**src/rtl/ptr_agu_pkg.sv**
```systemverilog
package ptr_agu_pkg;
  typedef enum logic [2:0] {
    AM_PLAIN   = 3'd0,
    AM_POSTINC = 3'd1,
    AM_PREDEC  = 3'd2,
    AM_DISP    = 3'd3,
    AM_DIRECT  = 3'd4
  } amode_e;

  localparam logic [1:0] PSEL_X = 2'd0;
  localparam logic [1:0] PSEL_Y = 2'd1;
  localparam logic [1:0] PSEL_Z = 2'd2;
endpackage

```
**src/rtl/ptr_agu_calc.sv**
```systemverilog
module ptr_agu_calc
  import ptr_agu_pkg::*;
#(
  parameter int AW = 16,
  parameter int QW = 6
) (
  input  logic [2:0]    mode,
  input  logic [1:0]    sel,
  input  logic [QW-1:0] disp,
  input  logic [AW-1:0] imm,
  input  logic [AW-1:0] ptr_cur,
  output logic [AW-1:0] acc_addr,
  output logic [AW-1:0] ptr_next,
  output logic          ptr_wr,
  output logic          bad
);
  localparam int PADW = AW - QW;

  function automatic logic [AW-1:0] step_ptr(input logic [2:0] m, input logic [AW-1:0] p);
    logic [AW-1:0] r;
    case (m)
      AM_POSTINC: r = p + AW'(1);
      AM_PREDEC:  r = p - AW'(1);
      default:    r = p;
    endcase
    return r;
  endfunction

  function automatic logic [AW-1:0] pick_addr(input logic [2:0] m, input logic [AW-1:0] p,
                                              input logic [QW-1:0] q, input logic [AW-1:0] k);
    logic [AW-1:0] r;
    case (m)
      AM_PREDEC: r = p - AW'(1);
      AM_DISP:   r = p + {{PADW{1'b0}}, q};
      AM_DIRECT: r = k;
      default:   r = p;
    endcase
    return r;
  endfunction

  function automatic logic is_bad(input logic [2:0] m, input logic [1:0] s);
    logic r;
    r = (m > AM_DIRECT) || (s == 2'd3) || ((m == AM_DISP) && (s == PSEL_X));
    return r;
  endfunction

  always_comb begin
    acc_addr = pick_addr(mode, ptr_cur, disp, imm);
    ptr_next = step_ptr(mode, ptr_cur);
    ptr_wr   = (mode == AM_POSTINC) || (mode == AM_PREDEC);
    bad      = is_bad(mode, sel);
  end
endmodule

```
**src/rtl/ptr_agu_ptrs.sv**
```systemverilog
module ptr_agu_ptrs #(
  parameter int AW   = 16,
  parameter int NPTR = 3,
  parameter int SW   = 2
) (
  input  logic                     clk,
  input  logic                     rst_n,
  input  logic                     ld_en,
  input  logic [SW-1:0]            ld_sel,
  input  logic [AW-1:0]            ld_val,
  input  logic                     upd_en,
  input  logic [SW-1:0]            upd_sel,
  input  logic [AW-1:0]            upd_val,
  output logic [NPTR-1:0][AW-1:0]  ptrs
);
  for (genvar i = 0; i < NPTR; i++) begin : g_ptr
    logic hit_ld, hit_upd;
    assign hit_ld  = ld_en  && (ld_sel  == SW'(i));
    assign hit_upd = upd_en && (upd_sel == SW'(i));
    always_ff @(posedge clk or negedge rst_n) begin
      if (!rst_n)       ptrs[i] <= '0;
      else if (hit_upd) ptrs[i] <= upd_val;
      else if (hit_ld)  ptrs[i] <= ld_val;
    end
  end


  ld_upd_excl_chk: assert property (@(posedge clk) disable iff (!rst_n) !(ld_en && upd_en));
endmodule

```
**src/rtl/ptr_agu_seq.sv**
```systemverilog
module ptr_agu_seq #(
  parameter int AW = 16,
  parameter int DW = 8,
  parameter int RW = 5,
  parameter int SW = 2
) (
  input  logic          clk,
  input  logic          rst_n,
  input  logic          start,
  input  logic          in_store,
  input  logic          in_bad,
  input  logic          in_ptr_wr,
  input  logic [SW-1:0] in_sel,
  input  logic [AW-1:0] in_addr,
  input  logic [AW-1:0] in_ptr_next,
  input  logic [DW-1:0] in_wdata,
  input  logic [RW-1:0] in_reg,
  output logic          busy,
  output logic          done,
  output logic          bad_done,
  output logic          mem_re,
  output logic          mem_we,
  output logic [AW-1:0] mem_addr,
  output logic [DW-1:0] mem_wdata,
  output logic          rf_we,
  output logic [RW-1:0] rf_waddr,
  output logic          upd_en,
  output logic [SW-1:0] upd_sel,
  output logic [AW-1:0] upd_val
);
  logic          st_acc, st_done;
  logic          r_store, r_bad, r_ptr_wr;
  logic [SW-1:0] r_sel;
  logic [AW-1:0] r_addr, r_ptr_next;
  logic [DW-1:0] r_wdata;
  logic [RW-1:0] r_reg;
  logic          r_load_ok;

  always_ff @(posedge clk or negedge rst_n) begin
    if (!rst_n) begin
      st_acc    <= 1'b0;
      st_done   <= 1'b0;
      r_load_ok <= 1'b0;
    end else begin
      st_acc    <= start;
      st_done   <= st_acc;
      r_load_ok <= st_acc && !r_bad && !r_store;
    end
  end

  always_ff @(posedge clk or negedge rst_n) begin
    if (!rst_n) begin
      r_store    <= 1'b0;
      r_bad      <= 1'b0;
      r_ptr_wr   <= 1'b0;
      r_sel      <= '0;
      r_addr     <= '0;
      r_ptr_next <= '0;
      r_wdata    <= '0;
      r_reg      <= '0;
    end else if (start) begin
      r_store    <= in_store;
      r_bad      <= in_bad;
      r_ptr_wr   <= in_ptr_wr;
      r_sel      <= in_sel;
      r_addr     <= in_addr;
      r_ptr_next <= in_ptr_next;
      r_wdata    <= in_wdata;
      r_reg      <= in_reg;
    end
  end

  assign busy      = st_acc;
  assign done      = st_done;
  assign bad_done  = st_done && r_bad;
  assign mem_re    = st_acc && !r_bad && !r_store;
  assign mem_we    = st_acc && !r_bad && r_store;
  assign mem_addr  = r_addr;
  assign mem_wdata = r_wdata;
  assign rf_we     = st_done && r_load_ok;
  assign rf_waddr  = r_reg;
  assign upd_en    = st_acc && !r_bad && r_ptr_wr;
  assign upd_sel   = r_sel;
  assign upd_val   = r_ptr_next;


  busy_single_chk: assert property (@(posedge clk) disable iff (!rst_n) st_acc |=> !st_acc);

  done_after_busy_chk: assert property (@(posedge clk) disable iff (!rst_n) st_acc |=> st_done);
endmodule

```
**src/rtl/ptr_agu.sv**
```systemverilog
module ptr_agu
  import ptr_agu_pkg::*;
#(
  parameter int AW = 16,
  parameter int DW = 8,
  parameter int QW = 6,
  parameter int RW = 5
) (
  input  logic          clk,
  input  logic          rst_n,
  input  logic          req_valid,
  input  logic          req_store,
  input  logic [1:0]    req_sel,
  input  logic [2:0]    req_mode,
  input  logic [QW-1:0] req_disp,
  input  logic [AW-1:0] req_imm,
  input  logic [DW-1:0] req_wdata,
  input  logic [RW-1:0] req_reg,
  input  logic          ptr_load,
  input  logic [1:0]    ptr_load_sel,
  input  logic [AW-1:0] ptr_load_val,
  output logic          busy,
  output logic          done,
  output logic          illegal,
  output logic [AW-1:0] mem_addr,
  output logic          mem_re,
  output logic          mem_we,
  output logic [DW-1:0] mem_wdata,
  input  logic [DW-1:0] mem_rdata,
  output logic          rf_we,
  output logic [RW-1:0] rf_waddr,
  output logic [DW-1:0] rf_wdata,
  output logic [AW-1:0] ptr_x,
  output logic [AW-1:0] ptr_y,
  output logic [AW-1:0] ptr_z
);
  localparam int NPTR = 3;
  localparam int SW   = 2;

  logic [NPTR-1:0][AW-1:0] ptrs;
  logic [AW-1:0] sel_ptr, c_addr, c_next;
  logic          c_wr, c_bad;
  logic          start, ld_go;
  logic          upd_en;
  logic [SW-1:0] upd_sel;
  logic [AW-1:0] upd_val;

  assign ld_go   = ptr_load && !busy;
  assign start   = req_valid && !busy && !ptr_load;
  assign sel_ptr = (req_sel == 2'd3) ? '0 : ptrs[req_sel];

  ptr_agu_calc #(.AW(AW), .QW(QW)) u_calc (
    .mode(req_mode), .sel(req_sel), .disp(req_disp), .imm(req_imm),
    .ptr_cur(sel_ptr), .acc_addr(c_addr), .ptr_next(c_next),
    .ptr_wr(c_wr), .bad(c_bad)
  );

  ptr_agu_seq #(.AW(AW), .DW(DW), .RW(RW), .SW(SW)) u_seq (
    .clk(clk), .rst_n(rst_n), .start(start),
    .in_store(req_store), .in_bad(c_bad), .in_ptr_wr(c_wr), .in_sel(req_sel),
    .in_addr(c_addr), .in_ptr_next(c_next), .in_wdata(req_wdata), .in_reg(req_reg),
    .busy(busy), .done(done), .bad_done(illegal),
    .mem_re(mem_re), .mem_we(mem_we), .mem_addr(mem_addr), .mem_wdata(mem_wdata),
    .rf_we(rf_we), .rf_waddr(rf_waddr),
    .upd_en(upd_en), .upd_sel(upd_sel), .upd_val(upd_val)
  );

  ptr_agu_ptrs #(.AW(AW), .NPTR(NPTR), .SW(SW)) u_ptrs (
    .clk(clk), .rst_n(rst_n),
    .ld_en(ld_go), .ld_sel(ptr_load_sel), .ld_val(ptr_load_val),
    .upd_en(upd_en), .upd_sel(upd_sel), .upd_val(upd_val),
    .ptrs(ptrs)
  );

  assign rf_wdata = mem_rdata;
  assign ptr_x    = ptrs[0];
  assign ptr_y    = ptrs[1];
  assign ptr_z    = ptrs[2];

  // pointers move only on completion or after an idle load
  ptr_quiet_chk: assert property (@(posedge clk) disable iff (!rst_n)
    (ptrs != $past(ptrs)) |-> (done || $past(ptr_load && !busy)));

  illegal_no_update_chk: assert property (@(posedge clk) disable iff (!rst_n)
    (done && illegal) |-> (ptrs == $past(ptrs)));

  rf_write_chk: assert property (@(posedge clk) disable iff (!rst_n)
    rf_we |-> (done && !illegal));

  mem_in_busy_chk: assert property (@(posedge clk) disable iff (!rst_n)
    (mem_re || mem_we) |-> (busy && !done));
endmodule

```
**config.mk**
```make
export PLATFORM = sky130hd
export DESIGN_NAME = ptr_agu
export DESIGN_NICKNAME = d
export VERILOG_FILES = /design/src/rtl/ptr_agu_pkg.sv /design/src/rtl/ptr_agu_calc.sv /design/src/rtl/ptr_agu_ptrs.sv /design/src/rtl/ptr_agu_seq.sv /design/src/rtl/ptr_agu.sv
export SDC_FILE = /design/constraint.sdc
export NUM_CORES = 1
export LEC_CHECK = 0
export CELL_PAD_IN_SITES_DETAIL_PLACEMENT = 0
export CELL_PAD_IN_SITES_GLOBAL_PLACEMENT = 1
export CORE_UTILIZATION = 30
export CTS_BUF_LIST = sky130_fd_sc_hd__clkbuf_8
export DETAILED_ROUTE_END_ITERATION = 10
export DONT_BUFFER_PORTS = 1
export PLACE_DENSITY_LB_ADDON = 0.1
export SYNTH_ARGS = -nofsm -noshare
export SYNTH_HDL_FRONTEND = slang
export SYNTH_SLANG_ARGS = --single-unit
```
**constraint.sdc**
```tcl
create_clock -name clk -period 5.3 [get_ports clk]
set_input_delay 1.06 -clock clk [delete_from_list [all_inputs] [get_ports clk]]
set_output_delay 1.06 -clock clk [all_outputs]
set_load 0.03 [all_outputs]
```
==> results_dict.tcl, run 1 <==
set metrics [dict create \
    status "finished, final reports clean" \
    first_iter_violations 481 \
    syn_to_final_growth_pct 6.36 \
    endpoint_kind "flop" \
    swShare_pct 44.4 \
    max_freq_mhz 277 \
    synthXorXnorAreaFrac_pct 3.43 \
    cts.clk_slew.worst_paths_ns 0.11 \
    insertion_delay_ns 0.40 \
    grt_overflow 0 \
    ys_ff_latch 101 \
    holdBufCountCts 0 \
    r2r-end "u_seq.mem_addr[7]$_DFFE_PN0P_" \
    dr.pass1.iters 5 \
    p_comb_share_pct 25.2 \
    final_common_cell "nand2_1" \
    cts_buffer_depth 2 \
    antenna_found_initial 0 \
    netlist_top_cells_area "dfrtp_1 (40%), nand2_1 (11%), a22oi_1 (5.8%)" \
    period_share_pct 68.1 \
    max_cap_viol_count 0 \
    reg2reg_depth 9 \
    drc 0 \
    diodes 0 \
    power_frac_seq_pct 51.7 \
    worst_ep_required_time_ns 5.57 \
    cp_top_family "compound AO/OA/AOI/OAI gates" \
    cts_root_buf "clkbuf_8" \
    synthDominantCellAreaShare_pct 39.6 \
    r2r_start "u_ptrs.ptrs[36]$_DFFE_PN0P_" \
    ys_types 72 \
    crit_top_cell "o221ai_1" \
    r2r_slack_ns 1.96 \
    wirelength_mm 22.5 \
    core-area_um2 20600 \
    postSynth.asyncResetShare_pct 100 \
    skew_ns 0.0110 \
    p_int_mw 1.46 \
    cp.depth 12 \
    hp-class "input port to async pin" \
    grt_pass1_wl_mm 34.4 \
    synth_compound_area_share_pct 23.4 \
    cp-start-kind "input port" \
    vias_per_cell 5.71 \
    num_rows 52 \
    endpoint "u_seq.mem_addr[12]$_DFFE_PN0P_" \
    drv_slew 0 \
    grt_start_max_net_pins 102 \
    final_util_pct 33.0 \
    pwr-share-clk_pct 23.1 \
    dp_hpwl_mm 16.3 \
    fin_crit_ns 3.61 \
    layout.nets 777 \
    totalNegativeSetupSlack_ns 0 \
    synthMuxAreaShare_pct 3.30 \
    p_per_area_nw_per_um2 388 \
    max_slew.worst_pin.slew_ns 1.28 \
    synth_simple_gate_area_share_pct 23.3 \
    cts_tree "yes" \
    die_area_um2 21800 \
    synth_warnings 0 \
    hold_viol 0 \
    io_pins 162 \
    crit_chain "and2b_1 -> buf_4 -> o2bb2ai_4 -> ha_1 -> fa_1 -> nor2_1 -> a221o_1 -> o221ai_1 -> nand2_1 -> nor3b_1 -> xnor2_1 -> o221ai_1" \
    netlist_area_um2 6380 \
    cp-startpoint "req_sel[1]" \
    cts_sinks 101 \
    synth_top_family_by_area "compound AO/OA/AOI/OAI gates" \
    synth_fa_ha_area_share_pct 1.86 \
    critPathArrivalTime_ns 3.88 \
    track_usage_pct 20.8 \
    yosysSeqAreaShare_pct 39.6 \
    dp_slack_ns 1.28 \
    cts_resized 0 \
    synth_edf_count 0 \
    drive_above_1_share_pct 8.82 \
    gp_congestion 0.815 \
    rsz0062_at_grt "false" \
    slew_headroom_pct 14.7 \
    die_x_um 148 \
    wl_per_cell_um 23.2 \
    dp_cells 957 \
    path_max_fanout 22 \
    vias 5553 \
    avgSynthCellArea_um2 8.75 \
    fillers 2199 \
    syn_nets 808 \
    critPathSlowestCell "a221o_1" \
    grt_pass1_vias 5419 \
    p_leak_nw 2.90 \
    cts_setup_buffers 0 \
    layout_common_cells "nand2_1 (192), dfrtp_1 (101), a22oi_1 (49)" \
    worst_path_largest_cell_delay_ns 0.37 \
    fin_cells 973 \
    cts_buffers 9 \
    cp.buffers_inverters 1 \
    port_buffers 0 \
    p_switching_mw 1.17 \
    htreeDepth 3 \
    final_antenna_net_count 0 \
    criticalPathCategory "input port to flop" \
    start_util_pct 31.0 \
    synth_flop_cell "dfrtp_1" \
    fin_ws_ns 1.69 \
    fp.dieH_um 148 \
    synth_top_cell_by_area "dfrtp_1" \
    setup_viol 0 \
    synth_cells 729 \
    vdd_drop_max_mv 0.113 \
]
[synth_stat cells, drive strengths merged, types with 11 or more instances]
cell and instances:
xnor2 20, nand4 11, nor2 38, o21ai 34, mux2i 21, nor3 21
clkbuf 30, a22oi 49, dfrtp 101, o2bb2ai 14, a21oi 23, buf 25
nand2 192
[sequential cells by signal (all words and copies together), names as in the netlist]
| register | count |
|---|---|
| u_ptrs.ptrs | 48 |
| u_seq.busy | 1 |
| u_seq.done | 1 |
| u_seq.mem_addr | 16 |
| u_seq.mem_wdata | 8 |
| u_seq.r_bad | 1 |
| u_seq.r_load_ok | 1 |
| u_seq.r_ptr_wr | 1 |
| u_seq.r_store | 1 |
| u_seq.rf_waddr | 5 |
| u_seq.upd_sel | 2 |
| u_seq.upd_val | 16 |
[routing by layer]
layer / wire [um] / up-vias / global-route usage (%)
met2: 9640 / 214 / 30.3
met1: 10700 / 2747 / 30.6
met5: 0 / - / 0
met3: 1900 / 27 / 4.85
met4: 314 / 0 / 5.52
li1: - / 2565 / -
[worst min path at each step]
stage | end | slack (ns) | depth (start not counted)
after detailed placement | u_seq.r_ptr_wr$_DFFE_PN0P_ | 0.47 | 2
after global routing | u_seq.upd_val[4]$_DFFE_PN0P_ | 0.32 | 0
after CTS | u_seq.upd_val[4]$_DFFE_PN0P_ | 0.32 | 0
after global placement | u_seq.r_ptr_wr$_DFFE_PN0P_ | 0.47 | 2
final | u_ptrs.ptrs[35]$_DFFE_PN0P_ | 0.34 | 0
after floorplan | u_seq.r_ptr_wr$_DFFE_PN0P_ | 0.45 | 2
[kinds of logic after synthesis]
| family | count (synthesis) |
|---|---|
| buffers and inverters | 63 |
| flip-flops | 101 |
| AND/OR/NAND/NOR | 317 |
| XOR/XNOR | 25 |
| AO/OA/AOI/OAI | 193 |
| multiplexers | 21 |
| adder cells (fa/ha/maj) | 9 |
[stage by stage]
step	area [um^2]	hold WS [ns]	total power [mW]
after floorplan	6380	0.447	1.84
after global placement	6550	0.469	2.03
after detailed placement	6550	0.468	2.04
after CTS	6780	0.322	2.65
after global routing	6780	0.318	2.78
final	6780	0.340	2.63
[worst register-to-register path, cell delays in order, from the launching register on]
cell and delay [ns]:
dfrtp_1 0.56, mux2i_1 0.19, o2bb2ai_2 0.69, ha_1 0.43
and2_1 0.19, a22o_1 0.19, a311o_1 0.47, a2bb2oi_1 0.24
mux2i_1 0.19, nand3b_1 0.13
[cell type report]
type | count | area (um^2) | share of cell area [%]
clock buffers | 11 | 151 | 2.23
clock inverters | 5 | 82.6 | 1.22
inverters | 8 | 30.0 | 0.443
multi-input cells | 565 | 3550 | 52.4
flip-flops and latches | 101 | 2530 | 37.3
well taps | 270 | 338 | 4.98
repair buffers | 13 | 97.6 | 1.44
[power by group through the flow]
stage | sequential [mW] | clock [mW] | combinational [mW]
after detailed placement | 1.38 | 0 | 0.659
after global placement | 1.38 | 0 | 0.651
after floorplan | 1.30 | 0 | 0.534
after global routing | 1.39 | 0.658 | 0.736
final | 1.36 | 0.608 | 0.662
after CTS | 1.36 | 0.628 | 0.662
Power figures use the tool's default switching activity.
==> inputs of run 2 (changes only) <==
Settings changed: ABC_AREA from default to 1.
Clock period 5.3 ns to 3.5 ns, I/O delays scaled along.
==> run 2 against run 1 <==
  * Non-clock buffer count up 8
  * Global-route usage up 2.4 points
  * First-iteration DRC count down 16%
  * Clock skew up 0.0032 ns
  * Combinational power up 50%
  * Synthesized cell count up 31%
  * Die area up 3.6%
  * Sequential cell count unchanged
  * Clock-buffer cell count down 1
  * Via count up 14%
  * Sequential power up 54%
  * Wire length up 13%
  * Critical endpoint is now u_seq.mem_addr[15]$_DFFE_PN0P_
  * Largest cell class unchanged
  * Highest routed layer unchanged
==> results_dict.tcl, run 2 <==
set metrics [dict create \
    drc 0 \
    start_util_pct 31.0 \
    max_freq_mhz 374 \
    grt_start_max_net_pins 102 \
    worst_ep_required_time_ns 3.79 \
    top_register "u_ptrs.ptrs" \
    first_iter_violations 404 \
    worst_path_largest_cell_delay_ns 0.54 \
    dr.pass1.iters 4 \
    slew_headroom_pct 47.1 \
    hold_viol 0 \
    gp_congestion 0.851 \
    synthTopCellsByCount "nand2_1 (325), nand3_1 (124), inv_1 (111)" \
    final_util_pct 33.2 \
    p_leak_nw 3.42 \
    synthDominantCellAreaShare_pct 38.3 \
    final_area_um2 7070 \
    p_per_area_nw_per_um2 550 \
    fillers 2346 \
    dp_slack_ns 0.508 \
    max_cap_viol_count 0 \
    dp_hpwl_mm 18.8 \
    cp-startpoint "u_ptrs.ptrs[33]$_DFFE_PN0P_" \
    core-area_um2 21300 \
    die_area_um2 22600 \
    power.total_mw 3.89 \
    ys_ff_latch 101 \
    ys_types 43 \
    cts_tree "yes" \
    path_max_fanout 9 \
    totalNegativeSetupSlack_ns 0 \
    criticalPathCategory "flop to flop" \
    rsz0062_at_grt "false" \
    synth_top_cell_by_area "dfrtp_1" \
    whs_ns 0.204 \
    critPathArrivalTime_ns 2.97 \
    postSynth.asyncResetShare_pct 100 \
    grt_pass1_vias 6172 \
    netlist_area_um2 6610 \
    antenna_found_initial 1 \
    grt_overflow 0 \
    largest_reg_flops 48 \
    r2r_start "u_ptrs.ptrs[33]$_DFFE_PN0P_" \
    layout_common_cells "nand2_1 (325), nand3_1 (123), inv_1 (111)" \
    htreeDepth 3 \
    skew_ns 0.0142 \
    synth_cells 955 \
    yosysMostFrequentCell "nand2_1" \
    setup_viol 0 \
    critPathSlowestCell "dfrtp_1" \
    synth_warnings 0 \
    vdd_drop_max_mv 0.175 \
    layout.nets 1016 \
    dp_cells 1200 \
    endpoint_kind "flop" \
    status "finished, final reports clean" \
    cts.clk_slew.worst_paths_ns 0.12 \
    dpl-instance-area_um2 6830 \
    synth_flop_cell "dfrtp_1" \
    wl_per_cell_um 20.9 \
    final_antenna_net_count 0 \
    track_usage_pct 23.2 \
    cts_buffers 9 \
    syn_to_final_growth_pct 6.95 \
    grt_pass1_wl_mm 38.7 \
    fp.dieH_um 150 \
    drive_above_1_share_pct 7.64 \
    io_pins 162 \
    fin_crit_ns 2.67 \
    fin_ws_ns 0.825 \
    vias 6342 \
    yosysSeqAreaShare_pct 38.3 \
    cts_root_buf "clkbuf_8" \
    cts_sinks 101 \
    cts_resized 0 \
    fin_cells 1219 \
    syn_nets 1034 \
    max_slew.worst_pin.slew_ns 0.792 \
    port_buffers 0 \
    drv_slew 0 \
    vias_per_cell 5.20 \
    wirelength_mm 25.5 \
    avgSynthCellArea_um2 6.92 \
    synth_edf_count 0 \
    die_x_um 150 \
    cts_buffer_depth 2 \
    cp-start-kind "flop" \
    final_common_cell "nand2_1" \
    insertion_delay_ns 0.40 \
    num_rows 53 \
    hp-class "input port to async pin" \
    netlist_top_cells_area "dfrtp_1 (38%), nand2_1 (18%), nand3_1 (9.4%)" \
    period_share_pct 76.4 \
    crit_top_cell "nand2_1" \
    crit_chain "inv_1 -> o21ai_0 -> nand2_1 -> inv_1 -> ha_1 -> a21o_1 -> nand2_1 -> nand2_1 -> nand2_1 -> nand2_2 -> nand2_1 -> nand2_1 -> nand3_1 -> nand3_1 -> nand2_1 -> nand2_1" \
]
## run 2: layout make-up
cell class / count / area (um^2) / area share, %
Inverter: 114 / 428 / 6.06
Timing Repair Buffer: 21 / 178 / 2.51
Sequential cell: 101 / 2530 / 35.8
Multi-Input combinational cell: 690 / 3380 / 47.8
Tap cell: 275 / 344 / 4.87
Clock inverter: 6 / 65.1 / 0.921
Antenna cell: 2 / 5.00 / 0.0708
Clock buffer: 10 / 138 / 1.95
## run 2: routing by layer
| layer | vias up | track usage [%] | wire, um |
|---|---|---|---|
| li1 | 3099 | - | - |
| met1 | 3026 | 32.3 | 12100 |
| met2 | 196 | 36.6 | 11300 |
| met3 | 21 | 4.82 | 1600 |
| met4 | 0 | 5.66 | 403 |
| met5 | - | 0 | 0 |
## run 2: path summary, 6_finish.rpt
path / slack [ns] / endpoint / cells after the start
setup / recovery: 0.83 / u_seq.mem_addr[15]$_DFFE_PN0P_ / 16
max in group asynchronous: 2.85 / u_seq.mem_addr[2]$_DFFE_PN0P_ / 1
min in group clk: 0.41 / u_seq.mem_wdata[6]$_DFFE_PN0P_ / 2
hold reg to reg: 0.51 / u_ptrs.ptrs[38]$_DFFE_PN0P_ / 2
hold / removal: 0.20 / u_ptrs.ptrs[9]$_DFFE_PN0P_ / 1
setup reg to reg: 0.83 / u_seq.mem_addr[15]$_DFFE_PN0P_ / 16
## run 2: worst max-delay path, delay by kind of cell, from the launching register on
family,cells,cell delay (ns)
AOI/OAI and AO/OA,2,0.39
adders and majority gates,1,0.27
and+or+nand+nor,11,1.04
buffers and inverters,2,0.33
DFF,1,0.54
## run 2: power breakdown
group	total [mW]	internal [mW]	switching [mW]
logic	0.992	0.327	0.665
clock network	0.812	0.301	0.511
registers	2.09	1.40	0.681
total	3.89	2.03	1.86
## run 2: logic make-up after synthesis
group | synth area share [%]
flip-flops | 38.3
buffers and inverters | 10.6
AO/OA/AOI/OAI | 13.2
XOR/XNOR | 0.133
adder cells (fa/ha/maj) | 1.63
AND/OR/NAND/NOR | 36.2
## run 2: repair_timing
| item | CTS | global route |
|---|---|---|
| setup buffers | 0 | 0 |
| endpoints found under the hold margin | 101 | 0 |
| setup endpoints to repair | 0 | 0 |
| hold buffers | 1 | 0 |
